File: src/rtl/iq_oc_pkg.sv
package iq_oc_pkg;
  localparam int DATA_W   = 20;
  localparam int OUT_W    = 18;
  localparam int COEF_W   = 16;
  localparam int COEF_FR  = 14;
  localparam int OFS_W    = 12;
  localparam int MIN_W    = 8;
  localparam int N_STAGES = 4;
  localparam int N_CH     = 2;
endpackage

File: src/rtl/iq_oc_mac.sv
module iq_oc_mac #(
  parameter int DW   = 20,
  parameter int CW   = 16,
  parameter int FRAC = 14,
  parameter int OFW  = 12
) (
  input  logic                 clk,
  input  logic                 rst_n,
  input  logic                 en,
  input  logic signed [DW-1:0] x_dir,
  input  logic signed [DW-1:0] x_crs,
  input  logic signed [CW-1:0] k_dir,
  input  logic signed [CW-1:0] k_crs,
  input  logic signed [OFW-1:0] ofs,
  output logic signed [DW:0]   acc,
  output logic                 ovf
);
  localparam int PW = DW + CW;
  localparam int SW = PW + 1;
  localparam int AW = DW + 1;
  localparam logic signed [SW-1:0] BMAX = {{(SW-DW+1){1'b0}}, {(DW-1){1'b1}}};
  localparam logic signed [SW-1:0] BMIN = ~BMAX;

  logic signed [PW-1:0] p_dir, p_crs;
  logic signed [SW-1:0] sum_w, shr_w;
  logic signed [DW-1:0] bal;
  logic                 bal_ovf;
  logic signed [AW-1:0] acc_n;

  // stage 1: products
  always_ff @(posedge clk or negedge rst_n) begin
    if (!rst_n) begin
      p_dir <= '0;
      p_crs <= '0;
    end else if (en) begin
      p_dir <= x_dir * k_dir;
      p_crs <= x_crs * k_crs;
    end
  end

  // stage 2: sum, scale, clamp, offset
  always_comb begin
    sum_w   = {p_dir[PW-1], p_dir} + {p_crs[PW-1], p_crs};
    shr_w   = sum_w >>> FRAC;
    bal_ovf = 1'b0;
    if (shr_w > BMAX) begin
      bal     = {1'b0, {(DW-1){1'b1}}};
      bal_ovf = 1'b1;
    end else if (shr_w < BMIN) begin
      bal     = {1'b1, {(DW-1){1'b0}}};
      bal_ovf = 1'b1;
    end else begin
      bal = shr_w[DW-1:0];
    end
    acc_n = {bal[DW-1], bal} + {{(AW-OFW){ofs[OFW-1]}}, ofs};
  end

  always_ff @(posedge clk or negedge rst_n) begin
    if (!rst_n) begin
      acc <= '0;
      ovf <= 1'b0;
    end else if (en) begin
      acc <= acc_n;
      ovf <= bal_ovf;
    end
  end

  // zero coefficients give zero products
  assert_zero_coef_R1: assert property (@(posedge clk) disable iff (!rst_n)
    ($past(en) && $past(k_dir) == '0 && $past(k_crs) == '0) |-> (p_dir == '0 && p_crs == '0));
endmodule

File: src/rtl/iq_oc_quant.sv
module iq_oc_quant #(
  parameter int DW = 20,
  parameter int OW = 18,
  parameter int WB = 5
) (
  input  logic                clk,
  input  logic                rst_n,
  input  logic                en,
  input  logic signed [DW:0]  acc,
  input  logic [WB-1:0]       wid,
  input  logic                sat_in,
  output logic [OW-1:0]       q_out,
  output logic                sat_out
);
  localparam int AW = DW + 1;
  localparam int RW = AW + 1;

  logic [WB-1:0]        k_w, ls_w;
  logic signed [AW-1:0] q_t;
  logic [AW-1:0]        mask, rem, half;
  logic                 up;
  logic signed [RW-1:0] qr, vmax, vmin, qc;
  logic                 clip;
  logic [OW-1:0]        q_next;

  always_comb begin
    k_w  = WB'(DW) - wid;
    ls_w = WB'(OW) - wid;
    q_t  = acc >>> k_w;
    mask = (AW'(1) << k_w) - AW'(1);
    rem  = acc & mask;
    half = AW'(1) << (k_w - WB'(1));
    up   = (rem > half) || ((rem == half) && q_t[0]);
    qr   = {q_t[AW-1], q_t} + {{AW{1'b0}}, up};
    vmax = (RW'(1) << (wid - WB'(1))) - RW'(1);
    vmin = ~vmax;
    clip = 1'b0;
    if (qr > vmax) begin
      qc   = vmax;
      clip = 1'b1;
    end else if (qr < vmin) begin
      qc   = vmin;
      clip = 1'b1;
    end else begin
      qc = qr;
    end
    q_next = OW'(qc << ls_w);
  end

  always_ff @(posedge clk or negedge rst_n) begin
    if (!rst_n) begin
      q_out   <= '0;
      sat_out <= 1'b0;
    end else if (en) begin
      q_out   <= q_next;
      sat_out <= sat_in | clip;
    end
  end

  // bits below the selected width are zero
  assert_low_zero_R3: assert property (@(posedge clk) disable iff (!rst_n)
    $past(en) |-> ((q_out & ((OW'(1) << (WB'(OW) - $past(wid))) - OW'(1))) == '0));
endmodule

File: src/rtl/iq_oc_fmt.sv
module iq_oc_fmt #(
  parameter int OW   = 18,
  parameter int NCH  = 2
) (
  input  logic                   clk,
  input  logic                   rst_n,
  input  logic                   en,
  input  logic                   offset_bin,
  input  logic [NCH-1:0][OW-1:0] din,
  output logic [NCH-1:0][OW-1:0] dout
);
  logic [OW-1:0] flip;
  assign flip = {offset_bin, {(OW-1){1'b0}}};

  always_ff @(posedge clk or negedge rst_n) begin
    if (!rst_n) begin
      dout <= '0;
    end else if (en) begin
      for (int ch = 0; ch < NCH; ch++) begin
        dout[ch] <= din[ch] ^ flip;
      end
    end
  end
endmodule

File: src/rtl/iq_out_cond.sv
module iq_out_cond
  import iq_oc_pkg::*;
#(
  parameter int DW   = DATA_W,
  parameter int OW   = OUT_W,
  parameter int CW   = COEF_W,
  parameter int FRAC = COEF_FR,
  parameter int OFW  = OFS_W,
  parameter int WMIN = MIN_W,
  localparam int WB  = $clog2(DW + 1),
  localparam int AW  = DW + 1
) (
  input  logic          clk,
  input  logic          rst_n,
  input  logic          in_valid,
  output logic          in_ready,
  input  logic [DW-1:0] in_i,
  input  logic [DW-1:0] in_q,
  input  logic [CW-1:0] coef_ii,
  input  logic [CW-1:0] coef_iq,
  input  logic [CW-1:0] coef_qq,
  input  logic [CW-1:0] coef_qi,
  input  logic [OFW-1:0] ofs_i,
  input  logic [OFW-1:0] ofs_q,
  input  logic [WB-1:0] cfg_width,
  input  logic          cfg_offset_bin,
  output logic          out_valid,
  input  logic          out_ready,
  output logic [OW-1:0] out_i,
  output logic [OW-1:0] out_q,
  output logic          sat_flag
);
  logic [N_STAGES-1:0] vld;
  logic                adv;
  logic [WB-1:0]       w_eff;

  logic [N_CH-1:0][DW-1:0]  xd, xc;
  logic [N_CH-1:0][CW-1:0]  kd, kc;
  logic [N_CH-1:0][OFW-1:0] ov;
  logic [N_CH-1:0][AW-1:0]  acc_a;
  logic [N_CH-1:0]          ovf_a, qs_a;
  logic [N_CH-1:0][OW-1:0]  q_a, f_a;

  assign adv      = !vld[N_STAGES-1] || out_ready;
  assign in_ready = adv;

  always_comb begin
    if (cfg_width < WB'(WMIN))    w_eff = WB'(WMIN);
    else if (cfg_width > WB'(OW)) w_eff = WB'(OW);
    else                          w_eff = cfg_width;
  end

  assign xd[0] = in_i;    assign xc[0] = in_q;
  assign xd[1] = in_q;    assign xc[1] = in_i;
  assign kd[0] = coef_ii; assign kc[0] = coef_iq;
  assign kd[1] = coef_qq; assign kc[1] = coef_qi;
  assign ov[0] = ofs_i;   assign ov[1] = ofs_q;

  always_ff @(posedge clk or negedge rst_n) begin
    if (!rst_n) vld <= '0;
    else if (adv) vld <= {vld[N_STAGES-2:0], in_valid};
  end

  for (genvar ch = 0; ch < N_CH; ch++) begin : g_ch
    iq_oc_mac #(.DW(DW), .CW(CW), .FRAC(FRAC), .OFW(OFW)) u_mac (
      .clk(clk), .rst_n(rst_n), .en(adv),
      .x_dir(xd[ch]), .x_crs(xc[ch]), .k_dir(kd[ch]), .k_crs(kc[ch]),
      .ofs(ov[ch]), .acc(acc_a[ch]), .ovf(ovf_a[ch])
    );
    iq_oc_quant #(.DW(DW), .OW(OW), .WB(WB)) u_quant (
      .clk(clk), .rst_n(rst_n), .en(adv),
      .acc(acc_a[ch]), .wid(w_eff), .sat_in(ovf_a[ch]),
      .q_out(q_a[ch]), .sat_out(qs_a[ch])
    );
  end

  iq_oc_fmt #(.OW(OW), .NCH(N_CH)) u_fmt (
    .clk(clk), .rst_n(rst_n), .en(adv), .offset_bin(cfg_offset_bin),
    .din(q_a), .dout(f_a)
  );

  always_ff @(posedge clk or negedge rst_n) begin
    if (!rst_n) sat_flag <= 1'b0;
    else if (adv && vld[N_STAGES-2] && (|qs_a)) sat_flag <= 1'b1;
  end

  assign out_valid = vld[N_STAGES-1];
  assign out_i     = f_a[0];
  assign out_q     = f_a[1];

  // once raised the flag stays
  assert_sticky_R7: assert property (@(posedge clk) disable iff (!rst_n)
    sat_flag |=> sat_flag);

  // a stalled result holds its value
  assert_hold_R9: assert property (@(posedge clk) disable iff (!rst_n)
    (out_valid && !out_ready) |=> (out_valid && $stable(out_i) && $stable(out_q)));
endmodule

File: config.mk
export PLATFORM = sky130hd
export DESIGN_NAME = iq_out_cond
export DESIGN_NICKNAME = d
export VERILOG_FILES = /design/src/rtl/iq_oc_pkg.sv /design/src/rtl/iq_oc_mac.sv /design/src/rtl/iq_oc_quant.sv /design/src/rtl/iq_oc_fmt.sv /design/src/rtl/iq_out_cond.sv
export SDC_FILE = /design/constraint.sdc
export NUM_CORES = 2
export LEC_CHECK = 0
export BUFFER_PORTS_ARGS = -buffer_cell sky130_fd_sc_hd__buf_2
export CORE_ASPECT_RATIO = 2
export CORE_UTILIZATION = 45
export DETAILED_ROUTE_END_ITERATION = 8
export PLACE_DENSITY = 0.71
export SYNTH_ARGS = -nofsm -noshare
export SYNTH_HDL_FRONTEND = slang
export SYNTH_SLANG_ARGS = --single-unit
File: constraint.sdc
create_clock -name clk -period 12.52 [get_ports clk]
set_clock_uncertainty 0.2 [all_clocks]
set_input_delay 1.252 -clock clk [delete_from_list [all_inputs] [get_ports clk]]
set_output_delay 1.252 -clock clk [all_outputs]
set_load 0.05 [all_outputs]
==> results.py <==
metrics = {
    "worst_hold_path": {
        "holdCritStartpoint": "u_fmt.dout[18]$_DFFE_PN0N_",
        "hold_class": "reg -> reg",
        "min_to": "u_fmt.dout[18]$_DFFE_PN0N_",
        "hold_depth": 2,
    },
    "synthesis": {
        "synth-edff-count": 0,
        "synthArstFlopShare": 1.000,
        "synth.ff_latch_count": 267,
        "syn_avg_cell_area_um2": 8.658,
        "ys_warn_count": 0,
        "synth_cell_types": 101,
        "synth_seq_area_share": 0.09443,
        "ys.flop_type": "dfrtp_1",
        "syn-instance-count": 8172,
        "syn-cell-area_mm2": 0.07076,
    },
    "clock_network": {
        "path_clk_slew_ns": 0.07,
        "clock_path_buffers": 3,
        "insertion_delay_ns": 0.66,
        "post_cts_buffers": 0,
        "htreeDepth": 1,
        "cts.sinks": 267,
        "cts_resized": 0,
        "cts_hold_buf": 0,
        "cts-root-buf": "clkbuf_16",
        "cts_buffers": 29,
        "cts_tree": "built",
    },
    "die": {
        "row_count": 205,
        "start_util": 0.4537,
        "die_x_um": 282.4,
        "core_area_mm2": 0.1560,
        "ios": 177,
        "die_h_um": 562.8,
        "die_area_mm2": 0.1589,
    },
    "worst_setup_path": {
        "cp-start-kind": "input pin",
        "worstPathArrival_ns": 12.23,
        "crit_slowest_cell": "ha_1",
        "r2r_cells": 36,
        "cp_common_cell": "ha_1",
        "max_stage_delay_ns": 0.72,
        "r2r-start": "g_ch[0].u_mac.acc[0]$_DFFE_PN0N_",
        "worst-setup-path-type": "in -> reg",
        "critPathCaptureType": "flop",
        "timing.rr.end": "g_ch[0].u_quant.q_out[8]$_DFFE_PN0N_",
        "crit_required_ns": 12.88,
        "r2r_slack_ns": 3.53,
        "crit_fanout": 19,
    },
    "flow_run": {
        "cap_violations": 0,
    },
    "routing": {
        "drt_wl_total_mm": 244.2,
        "route.vias.total": 58370,
        "drt-pass1-iter-count": 7,
        "wl_per_cell_um": 23.97,
        "antenna_left": 0,
        "post-route-drc-count": 0,
        "vias_per_cell": 5.730,
        "drt_iter0_drc": 3832,
    },
    "timing": {
        "tightest_slew_ns": 1.312,
        "max_freq_mhz": 84.27,
        "fin_crit_ns": 11.87,
        "finalSetupViolCount": 0,
        "slew_violations": 0,
        "fin_crit_sh": 0.9478,
        "whs_ns": 0.2634,
        "hold_viol_final": 0,
        "slew_headroom": 0.1218,
        "rsz0062_at_grt": "no",
        "finalSetupTns_ns": 0,
    },
    "layout": {
        "syn2layout_area_growth_pct": 5.531,
        "final_cell_mix": "1443 x inv_1, 1274 x fa_1, 1217 x nand2_1",
        "final_common_cell": "inv_1",
        "nets": 10100,
        "fin_area_mm2": 0.07467,
        "drive_gt1_frac": 0.05715,
    },
    "status": {
        "status": "completed",
    },
    "global_route": {
        "met1_usage": 0.2887,
        "grt_pass1_vias": 64430,
        "grt_overflow": 0,
        "grt_max_degree": 144,
        "grt_util_met2": 0.5720,
        "grt_usage": 0.3153,
        "grt_pass1_wl_mm": 373.2,
        "grtUsageMet3": 0.05361,
        "grt.busiest_layer": "met2",
        "antenna_found_initial": 33,
    },
    "place": {
        "hpwl_mm": 196.7,
        "port_buffers": 176,
        "placed_area_mm2": 0.07358,
        "place_congestion": 1.028,
    },
}
[Yosys cell counts, types with 49 or more instances]
master / instances / area (um^2)
fa_1: 1274 / 25500
o31ai_1: 49 / 367.9
a21o_1: 121 / 908.4
a211oi_1: 67 / 503.0
xnor2_1: 166 / 1454
nor3_1: 93 / 465.5
dfrtp_1: 267 / 6681
a21oi_1: 321 / 1607
ha_1: 612 / 7657
xor2_1: 93 / 814.5
o21ai_0: 204 / 1021
and2_1: 498 / 3115
nor2b_1: 53 / 331.6
o21a_1: 52 / 390.4
mux2i_1: 56 / 560.5
nand2_1: 1217 / 4568
nand2b_1: 106 / 663.1
clkbuf_1: 378 / 1419
nand3_1: 85 / 425.4
nor2_1: 368 / 1381
inv_1: 1444 / 5420
[worst max-delay path: cells and delay by family]
family	cells	cell delay, ns
XOR/XNOR	1	0.20
multiplexers	3	1.21
AND/OR/NAND/NOR	14	3.14
AO/OA/AOI/OAI	14	3.75
adder cells (fa/ha/maj)	6	2.27
buffers and inverters	2	0.40
[stage by stage]
step / instances / setup slack [ns] / utilization
2_1_floorplan: 8179 / 0.03949 / -
6_report: 10190 / 0.6537 / 0.4788
3_3_place_gp: 10120 / 0.5912 / 0.4718
3_5_place_dp: 10120 / 0.4933 / 0.4718
5_1_grt: 10180 / 0.1842 / 0.4787
4_1_cts: 10170 / 1.170 / 0.4784
[how the worst max path moves through the flow]
| stage | cells past startpoint | from | slack [ns] | end |
|---|---|---|---|---|
| 6_report | 40 | cfg_width[2] | 0.65 | g_ch[0].u_quant.q_out[8]$_DFFE_PN0N_ |
| 5_1_grt | 40 | cfg_width[2] | 0.18 | g_ch[0].u_quant.q_out[8]$_DFFE_PN0N_ |
| 4_1_cts | 38 | cfg_width[2] | 1.17 | g_ch[0].u_quant.q_out[17]$_DFFE_PN0N_ |
| 3_5_place_dp | 38 | cfg_width[2] | 0.49 | g_ch[0].u_quant.q_out[17]$_DFFE_PN0N_ |
| 3_3_place_gp | 40 | cfg_width[2] | 0.59 | g_ch[0].u_quant.q_out[17]$_DFFE_PN0N_ |
| 2_1_floorplan | 51 | cfg_width[3] | 0.04 | g_ch[1].u_quant.q_out[17]$_DFFE_PN0N_ |
[registers in the layout, indices dropped and copies added, names as in the netlist]
register and cells:
g_ch.u_mac.p_crs 72, g_ch.u_quant.sat_out 2, g_ch.u_quant.q_out 36, u_fmt.dout 36, sat_flag 1, g_ch.u_mac.p_dir 72
g_ch.u_mac.acc 42, g_ch.u_mac.ovf 2, vld 4
[area by class of cell]
| class | instances | area (um^2) |
|---|---|---|
| Timing Repair Buffer | 286 | 1729 |
| Clock inverter | 22 | 290.3 |
| Antenna cell | 16 | 40.04 |
| Sequential cell | 267 | 6681 |
| Inverter | 1452 | 5458 |
| Tap cell | 2070 | 2590 |
| Multi-Input combinational cell | 6043 | 57130 |
| Clock buffer | 32 | 747.0 |
| Fill cell | 15080 | 81280 |
[per-layer routing]
layer	vias up	wire length [um]
li1	25530	-
met1	29260	72680
met2	2424	127100
met3	1145	14930
met4	18	29380
met5	-	116
[kinds of logic (layout without fill, tap and decap cells)]
group / count (synthesis) / after routing / share of synthesized area
XOR/XNOR: 259 / 259 / 0.03206
AO/OA/AOI/OAI: 1176 / 1176 / 0.1102
other: 1 / 24 / 0.00005300
buffers and inverters: 1869 / 1792 / 0.09981
multiplexers: 108 / 108 / 0.02085
adder cells (fa/ha/maj): 1886 / 1886 / 0.4687
flip-flops: 267 / 267 / 0.09443
AND/OR/NAND/NOR: 2606 / 2606 / 0.1739
Power is not shown: default switching activity piles up to over one toggle a cycle in this logic, so the estimate is an artifact.
